**src/rtl/eeprom_status_guard.sv**
```systemverilog
module eeprom_status_guard #(
  parameter int AW = 11
) (
  input  logic          clk,
  input  logic          rst_n,
  input  logic          wp_n,
  input  logic          cmd_wren,
  input  logic          cmd_wrdi,
  input  logic          cmd_wrsr,
  input  logic [7:0]    wrsr_data,
  input  logic          cmd_write,
  input  logic [AW-1:0] write_addr,
  input  logic          cycle_done,
  output logic [7:0]    status,
  output logic          wrsr_ok,
  output logic          write_ok,
  output logic          hw_protect
);
  logic       srwd, wel, wip;
  logic [1:0] bp;
  logic       pend_sr, pend_srwd;
  logic [1:0] pend_bp;
  logic [1:0] top;
  logic       addr_locked;
  logic       finish;

  assign top = write_addr[AW-1:AW-2];

  always_comb begin
    case (bp)
      2'b00:   addr_locked = 1'b0;
      2'b01:   addr_locked = (top == 2'b11);
      2'b10:   addr_locked = top[1];
      default: addr_locked = 1'b1;
    endcase
  end

  assign hw_protect = srwd & ~wp_n;
  assign wrsr_ok    = cmd_wrsr & wel & ~wip & ~hw_protect;
  assign write_ok   = cmd_write & ~cmd_wrsr & wel & ~wip & ~addr_locked;
  assign finish     = wip & cycle_done;
  assign status     = {srwd, 3'b000, bp, wel, wip};

  always_ff @(posedge clk or negedge rst_n) begin
    if (!rst_n) begin
      srwd      <= 1'b0;
      bp        <= 2'b00;
      wel       <= 1'b0;
      wip       <= 1'b0;
      pend_sr   <= 1'b0;
      pend_srwd <= 1'b0;
      pend_bp   <= 2'b00;
    end else begin
      if (finish)        wel <= 1'b0;
      else if (cmd_wrdi) wel <= 1'b0;
      else if (cmd_wren) wel <= 1'b1;

      if (finish) begin
        wip <= 1'b0;
        if (pend_sr) begin
          srwd <= pend_srwd;
          bp   <= pend_bp;
        end
        pend_sr <= 1'b0;
      end else if (wrsr_ok) begin
        wip       <= 1'b1;
        pend_sr   <= 1'b1;
        pend_srwd <= wrsr_data[7];
        pend_bp   <= wrsr_data[3:2];
      end else if (write_ok) begin
        wip     <= 1'b1;
        pend_sr <= 1'b0;
      end
    end
  end
endmodule

```
**config.mk**
```make
export PLATFORM = sky130hd
export DESIGN_NAME = eeprom_status_guard
export DESIGN_NICKNAME = d
export VERILOG_FILES = /design/src/rtl/eeprom_status_guard.sv
export SDC_FILE = /design/constraint.sdc
export NUM_CORES = 1
export LEC_CHECK = 0
export BUFFER_PORTS_ARGS = -buffer_cell sky130_fd_sc_hd__buf_2
export CORE_AREA = 5 5 43 45
export CTS_CLUSTER_SIZE = 14
export DETAILED_ROUTE_END_ITERATION = 16
export DIE_AREA = 0 0 48 50
export PLACE_DENSITY = 0.69
export SYNTH_ARGS = -nofsm -noshare
export SYNTH_HDL_FRONTEND = slang
export SYNTH_SLANG_ARGS = --single-unit
```
**constraint.sdc**
```tcl
create_clock -name clk -period 3.83 [get_ports clk]
set_input_delay 0.766 -clock clk [delete_from_list [all_inputs] [get_ports clk]]
set_output_delay 0.766 -clock clk [all_outputs]
set_load 0.1 [all_outputs]
```
* After elaboration in Yosys (flattened, before gate mapping)
Index checks and enable logic that the tools add are counted.
** Cells by class
- Add/subtract/negate cells :: 0
- $mul :: 0
- Div/mod/pow operators :: 0
- Order comparisons :: 0
- Eq/ne operators :: 3
- Shift operators :: 0
- Mux-type cells :: 10
- Bitwise logic cells :: 15
- Reduce and logical (&&, ||, !) cells :: 5
** Operators by type and width (number)
- 1-bit bitwise AND :: 9
- 1-bit 2-to-1 mux :: 9
- 1-bit NOT :: 6
- 3-bit nonzero test :: 2
- 2-bit == test (second input constant) :: 2
- 2-bit AND reduction :: 2
- 1-bit case mux with 3 select lines :: 1
- 2-bit by 1-bit == test with 1-bit output (second input constant) :: 1
- 2-bit zero test :: 1
** Word-level totals
- Register bits after elaboration :: 9
- Bits in latches :: 0
- Bits in writable memories :: 0
- Memory bits (read-only) :: 0
- Input bits :: 27
- Word-level logic and storage cells :: 40
- Memories :: 0

* Longest topological paths before layout
- Depth in word-level cells :: 8
- Gate-level depth with buffers :: 4
- Depth with buffers taken out :: 3

* Least setup slack after synthesis
Ideal clock, no wire load.
- Path type :: flip-flop to output port
- Start :: reg bp[1]
- End :: out write_ok
- Arrival time :: 2431 ps
- Path slack :: 633 ps
- Stages on the path, launching flop included :: 3
- Buffers on the path :: 0
- Cell sequence :: dfrtp_1 -> a21o_1 -> a221oi_2
** On the way
- Word-level cells in the longest chain between the ends :: 4
- Elaborated cells between the ends (all ways) :: 6
- Those cells by class :: eq/ne (2); mux (1); bitwise (2); reduce/logical (1)
** Ends and longest elaborated chain
- start, declared :: line 20 : logic [1:0] bp;
- start signal, assigned :: line 62 : bp <= pend_bp;
- 2-bit == test, or another cell as far along :: line 30 : case (bp)
- 1-bit case mux with 3 select lines (*) :: line 30
- 1-bit NOT (*) :: line 40 : assign write_ok = cmd_write & ~cmd_wrsr & wel & ~wip & ~addr_locked;
- 1-bit bitwise AND (*) :: line 40
- end, declared :: line 16 : output logic write_ok,
Every way passes the cells marked *; elsewhere a longest branch is shown, timed or not.

* Worst setup path after layout
- Start :: in wp_n
- End :: out wrsr_ok
** On the way
- Word-level cells in the longest chain between the ends :: 4
** Ends and longest elaborated chain
- start, declared :: line 6 : input logic wp_n,
- 1-bit NOT :: line 38 : assign hw_protect = srwd & ~wp_n;
- 1-bit bitwise AND :: line 38
- 1-bit NOT :: line 39 : assign wrsr_ok = cmd_wrsr & wel & ~wip & ~hw_protect;
- 1-bit bitwise AND :: line 39
- end, declared :: line 15 : output logic wrsr_ok,
Every way passes these cells.

==> reports/qor.csv <==
metric,value,unit
status,"complete, no violations",
max cap viols,0,
via count,321,
Antenna diodes,0,
DRC viols,0,
Hold Crit Class,in2async,
Vias/cell,4.59,
Pre-Repair DR Iteration Count,4,
Initial Util,0.331,
total CTS buffers,3,
row count,14,
kind of critical path,in2out,
top post-synthesis cells by area,"dfrtp_1, buf_4, mux2_4",
setup violators final,0,
maximum root-to-sink buffer count,2,
share of the synthesized area in the top cell type,0.474,
critical path data required time,3.06,ns
nets@finish,82,
hold slack,0.349,ns
worst skew pair latency,0.26,ns
DRT iter0 DRCs,3,
final worst slack,1.12,ns
final hold vios,0,
hold-fix buffers at CTS,0,
CTS resizes,0,
"Setup Fix Bufs, Post-CTS",0,
skew final,0.00413,ns
maximum vdd drop,0.234,mV
"Seq/Total Area, Yosys",0.474,
Mapped Cells,35,
CP Data Arrival Time,1.95,ns
register area,225,um2
core area,1440,um2
Die Width,48,um
remaining antenna violation count after routing,0,
Pins Over Slew Limit,0,
initial antenna violation count,0,
Tcrit/Tclk final,0.709,
pwr dens,1020,nW/um2
crit path time final,2.71,ns
Syn Std Cell Area,475,um2
layout cells sized above 1,0.611,
pin count of the biggest net entering global routing,10,
Clock Sinks,9,
Setup TNS,0,ns
die area,2400,um2
Leak,0.295,nW
RSZ-0062 raised after global routing,false,
vias in the first global route,301,
Ports,38,
Detailed Route WL,892,um
CTS tree,built,
fill count,140,
"Reg clk slew, reported paths",0.06,ns
post-synthesis cell type count,17,
Syn. warnings,0,
#FFs+latches synth,9,
CTS Root Cell,clkbuf_4,
area of the multi-input gates,201,um2
f_max,368,MHz
worst-margin pin slew,0.522,ns
first-pass GRT wire length,1260,um
gr usage total,0.0771,
chip height,50,um
GRT overflow,0,
crit path capture type,output pin,
Rel. slew slack,0.652,
port bufs,20,
Post-Place Setup Slack,1.11,ns
gp weighted congestion,0.664,
CP Max Fanout,6,
Avg WL per Cell,12.7,um
Tot Pwr,0.000583,W
area grow syn2layout,20.5,%
biggest area consumer among synthesized cells,dfrtp_1,
H-tree Lvls,1,
Mean Syn Cell Area,13.6,um2
type of origin of the critical path,input pin,
[Yosys cell counts]
| cell | count |
|---|---|
| mux2_4 | 3 |
| mux2_2 | 3 |
| nand4bb_1 | 1 |
| buf_4 | 6 |
| conb_1 | 1 |
| nand2_1 | 2 |
| a221oi_2 | 1 |
| o31a_2 | 1 |
| nor4bb_4 | 1 |
| nand3_1 | 1 |
| o21bai_1 | 1 |
| dfrtp_1 | 9 |
| o21ai_0 | 1 |
| buf_6 | 1 |
| nor2b_4 | 1 |
| a21o_1 | 1 |
| nor2_1 | 1 |
[per-stage QoR]
| step | cells | area, um2 | utilization |
|---|---|---|---|
| after floorplan | 37 | 483 | - |
| after global placement | 66 | 547 | 0.381 |
| after detailed placement | 66 | 547 | 0.381 |
| after CTS | 70 | 573 | 0.399 |
| after global routing | 70 | 573 | 0.399 |
| final | 70 | 573 | 0.399 |
[placed cells by master (no fill, tap or decap), drive strengths merged]
master / count
a21o: 1
a221oi: 1
buf: 20
clkbuf: 4
conb: 3
dfrtp: 9
mux2: 6
nand2: 2
nand3: 1
nand4bb: 1
nor2: 1
nor2b: 1
nor4bb: 1
o21ai: 1
o21bai: 1
o31a: 1
[cells by family (layout without fill, tap and decap cells)]
| group | Yosys count | after routing | synth area share |
|---|---|---|---|
| AND/OR/NAND/NOR | 7 | 7 | 0.139 |
| AO/OA/AOI/OAI | 5 | 5 | 0.0947 |
| buffers and inverters | 7 | 24 | 0.118 |
| multiplexers | 6 | 6 | 0.166 |
| flip-flops | 9 | 9 | 0.474 |
| other | 1 | 3 | 0.00789 |
[flip-flops by register name (all words and copies together), names as in the netlist]
| name | count |
|---|---|
| wel | 1 |
| wip | 1 |
| pend_bp | 2 |
| bp | 2 |
| srwd | 1 |
| pend_sr | 1 |
| pend_srwd | 1 |
[worst paths after layout]
path,cells past startpoint,start,slack (ns),to
min in group clk,1,pend_srwd,0.52,pend_srwd
max reg2reg,3,srwd,2.33,pend_srwd
min reg2reg,1,pend_srwd,0.52,pend_srwd
min,1,rst_n,0.35,srwd
max,4,wp_n,1.12,wrsr_ok
max in group asynchronous,1,rst_n,3.30,bp[0]
[report_power, final]
part	internal [W]	switching (W)	total [W]	leakage, nW
clock network	0.0000401	0.0000320	0.0000721	0.0150
logic	0.0000835	0.000252	0.000335	0.169
registers	0.000138	0.0000373	0.000176	0.111
[critical path, stage by stage]
cell and delay [ns]:
buf_2 0.10, nor2b_4 0.04, nor4bb_4 0.51, buf_2 0.53
[metal layers]
layer,GRT usage,vias to the layer above,part of all wire
met1,0.0885,150,0.42
met2,0.106,17,0.45
met3,0.0400,2,0.12
met4,0.0538,0,0.011
met5,0,-,0
li1,-,152,-
[final cells by class]
class / instances / share of cell area
Clock buffer: 4 / 0.0459
Tap cell: 16 / 0.0349
Sequential cell: 9 / 0.393
Multi-Input combinational cell: 21 / 0.352
Timing Repair Buffer: 20 / 0.175
No activity file was read; power rests on OpenSTA's default activity.
